File: config.mk
export PLATFORM = sky130hd
export DESIGN_NAME = frame_arb
export DESIGN_NICKNAME = d
export VERILOG_FILES = /design/src/rtl/frame_arb.sv
export SDC_FILE = /design/constraint.sdc
export NUM_CORES = 1
export LEC_CHECK = 0
export BUFFER_PORTS_ARGS = -buffer_cell sky130_fd_sc_hd__buf_2
export CORE_ASPECT_RATIO = 0.75
export CORE_MARGIN = 3
export CORE_UTILIZATION = 49
export CTS_CLUSTER_DIAMETER = 120
export DETAILED_ROUTE_END_ITERATION = 16
export GPL_TIMING_DRIVEN = 0
export PLACE_DENSITY_LB_ADDON = 0.1
export SLEW_MARGIN = 30
export SYNTH_ARGS = -nofsm -noshare
export SYNTH_HDL_FRONTEND = slang
export SYNTH_SLANG_ARGS = --single-unit
File: constraint.sdc
create_clock -name clk -period 3.35 [get_ports clk]
set_input_delay 0.335 -clock clk [delete_from_list [all_inputs] [get_ports clk]]
set_output_delay 0.335 -clock clk [all_outputs]
set_load 0.05 [all_outputs]
File: src/rtl/frame_arb.sv
module frame_arb #(
  parameter int NREQ = 8
) (
  input  logic            clk,
  input  logic            rst_n,
  input  logic [NREQ-1:0] req_i,
  input  logic [NREQ-1:0] pkt_en_i,
  input  logic            frame_done_i,
  input  logic            hold_i,
  input  logic            bus_ack_i,
  output logic [NREQ-1:0] grant_o,
  output logic [NREQ-1:0] busy_o,
  output logic            bus_req_o,
  output logic            bus_busy_o
);
  localparam int IW = (NREQ > 1) ? $clog2(NREQ) : 1;

  logic [NREQ-1:0] pend, pick;
  logic [IW-1:0]   cur_idx, win_idx;
  logic            active, launch;

  always_comb begin
    pick    = '0;
    win_idx = '0;
    for (int i = NREQ - 1; i >= 0; i--) begin
      if (pend[i]) begin
        pick    = '0;
        pick[i] = 1'b1;
        win_idx = IW'(i);
      end
    end
  end

  assign launch     = !active && !hold_i && (|pend);
  assign busy_o     = active ? (NREQ'(1) << cur_idx) : '0;
  assign bus_busy_o = bus_req_o;

  always_ff @(posedge clk) begin
    if (!rst_n) begin
      pend      <= '0;
      grant_o   <= '0;
      active    <= 1'b0;
      cur_idx   <= '0;
      bus_req_o <= 1'b0;
    end else begin
      pend    <= (pend & ~({NREQ{launch}} & pick)) | (req_i & pkt_en_i);
      grant_o <= {NREQ{launch}} & pick;
      if (launch) begin
        active  <= 1'b1;
        cur_idx <= win_idx;
      end else if (frame_done_i) begin
        active  <= 1'b0;
      end
      if (bus_req_o && bus_ack_i)
        bus_req_o <= 1'b0;
      else if (!bus_req_o && active && !hold_i && !frame_done_i)
        bus_req_o <= 1'b1;
    end
  end
endmodule


==> impl_metrics.toml <==
[run_status]
status = "completed"

[detailed_routing]
dr.pass1.iters = 4
drtAntennaViolNets = 0
drc = 0
wl_um = 2200
drtIter0Drc = 31
viasPerCell = 5.28
routedWlPerCell_um = 13.0
via_count = 897

[hold_path]
min_to = "pend[5]"
min_path_type = "input port to flop"
hold_path_depth = 3
hp-start = "pkt_en_i[5]"

[place]
gp_congestion = 0.846
place_ws_ns = 1.78
io_buffers = 37
post-dp-hpwl_um = 1690
place_area_um2 = 1130

[clocking]
clockRootBuffer = "clkbuf_4"
clockBufferDepth = 2
postCtsResizedCells = 0
clk_latency_ns = 0.30
cts_buffers = 3
htree_levels = 1
cts.sinks = 21
cts_setup_buffers = 0
clkTransAtPathRegs_ns = 0.11
hold_buffers = 0
cts_tree = "done"

[floorplanning]
die_h_um = 43.4
dieArea_um2 = 2430
rows = 12
core_um2 = 1620
die_width_um = 55.9
pin_count = 39
start_util = 0.565

[critical_path]
worst-r2r-setup-slack_ns = 1.81
critPathArrivalTime_ns = 1.29
reg2reg_depth = 5
reg2reg_from = "pend[2]"
crit_fanout = 5
crit_type = "flop to primary output"
start_kind = "flop"
r2r-end = "cur_idx[1]"
worst_setup_path_end_kind = "primary output"
crit_required_ns = 3.01

[grt]
grt_max_degree = 12
grt_pass1_vias = 824
antenna_found_initial = 0
grt_use_total = 0.194
grt_util_met2 = 0.333
grt_pass1_wl_um = 3680
grt_overflow_total = 0
use_met1 = 0.242
use_met3 = 0.0655
busiest_layer = "met2"

[sta]
fin_crit_sh = 0.485
slew_headroom = 0.714
fin_crit_ns = 1.62
rsz0062_at_grt = "false"
finalHoldViolCount = 0
setup-violations-final = 0
slew_violations = 0
worst_slew_pin_slew_ns = 0.426
fmax_ghz = 0.616
fin_worst_skew_ns = 0.00162
fin_tns_setup_ns = 0
fin_ws_ns = 1.73

[logic_synthesis]
avgSynthCellArea_um2 = 8.48
yosys_warnings = 0
synth_seq_cells = 21
yosysSeqAreaShare = 0.459
synth_cell_types = 29
synth_area_um2 = 916
synth.net_count = 129
syn_inst = 108

[layout]
finish.utilization = 0.711
final_nets = 171
final_common_cell = "buf_2"
num_antenna_cells = 0
fillCellCount = 141
area_growth_pct = 26.0
drive_gt1_frac = 0.309
final_cell_mix = "37 x buf_2, 21 x dfxtp_1, 15 x nand2_1"
design_area_um2 = 1150

[power]
pwr_density_cell_nw_per_um2 = 437
p_leak_nw = 0.535
ir_drop_mv = 0.396

[job]
drv_cap = 0
through the flow:
step	hold slack (ns)	power, mW	cells
after global placement	0.462	0.384	166
after CTS	0.258	0.505	170
after detailed placement	0.479	0.389	166
final	0.258	0.505	170
after floorplan	0.439	0.357	108
after global routing	0.257	0.534	170
synth_stat cells (all sizes together):
cell type,n,area [µm²]
a21boi,3,22.5
a21o,1,7.51
a21oi,4,20.0
a22oi,3,22.5
a2bb2oi,1,8.76
a31oi,1,21.3
and2,1,6.26
and3,1,7.51
and4b,1,10.0
buf,2,18.8
clkbuf,3,11.3
dfxtp,21,420
inv,5,18.8
nand2,15,56.3
nand2b,2,12.5
nand3,2,10.0
nor2,14,52.6
nor2b,5,31.3
nor3,6,30.0
nor3b,2,20.0
nor4,3,33.8
o21a,3,22.5
o21ai,7,35.0
o311a,1,10.0
or2,1,6.26
layout make-up:
| class | count | area (µm²) | area share |
|---|---|---|---|
| Multi-Input combinational cell | 77 | 447 | 0.387 |
| Sequential cell | 21 | 420 | 0.364 |
| Timing Repair Buffer | 37 | 185 | 0.161 |
| Buffer | 5 | 30.0 | 0.0260 |
| Clock buffer | 4 | 26.3 | 0.0228 |
| Tap cell | 21 | 26.3 | 0.0228 |
| Inverter | 5 | 18.8 | 0.0163 |
where the power goes:
| part | total [mW] | leakage (nW) | switching (mW) | internal, mW |
|---|---|---|---|---|
| Clock | 0.120 | 0.0150 | 0.0731 | 0.0465 |
| Sequential | 0.279 | 0.172 | 0.0160 | 0.263 |
| Combinational | 0.106 | 0.348 | 0.0653 | 0.0404 |
| Total | 0.505 | 0.535 | 0.154 | 0.350 |
worst max-delay path by stage:
| stage | from | end | slack [ns] |
|---|---|---|---|
| after floorplan | active | busy_o[4] | 1.52 |
| after global placement | hold_i | pend[7] | 1.86 |
| after detailed placement | hold_i | pend[7] | 1.78 |
| after CTS | active | busy_o[4] | 1.72 |
| after global routing | active | busy_o[0] | 1.60 |
| final | active | busy_o[4] | 1.73 |
critical path, cell delays in order, from the launching register on:
cell and delay [ns]:
dfxtp_1 0.40, nand2_1 0.14, nor3_1 0.16, buf_2 0.29
kinds of logic after synthesis:
group | synth area share
buf+inv | 0.0533
flops | 0.459
compound gates | 0.186
simple gates | 0.302
routing by layer:
metal,vias to the layer above,part of all wire
met4,0,0.0045
met3,2,0.090
met5,-,0
li1,448,-
met1,401,0.44
met2,46,0.46
flip-flops by register name, summed over array words and instances (netlist names):
signal / cells
grant_o: 8
pend: 8
cur_idx: 3
active: 1
bus_busy_o: 1
Note: power is estimated with default switching activity, not from simulation.
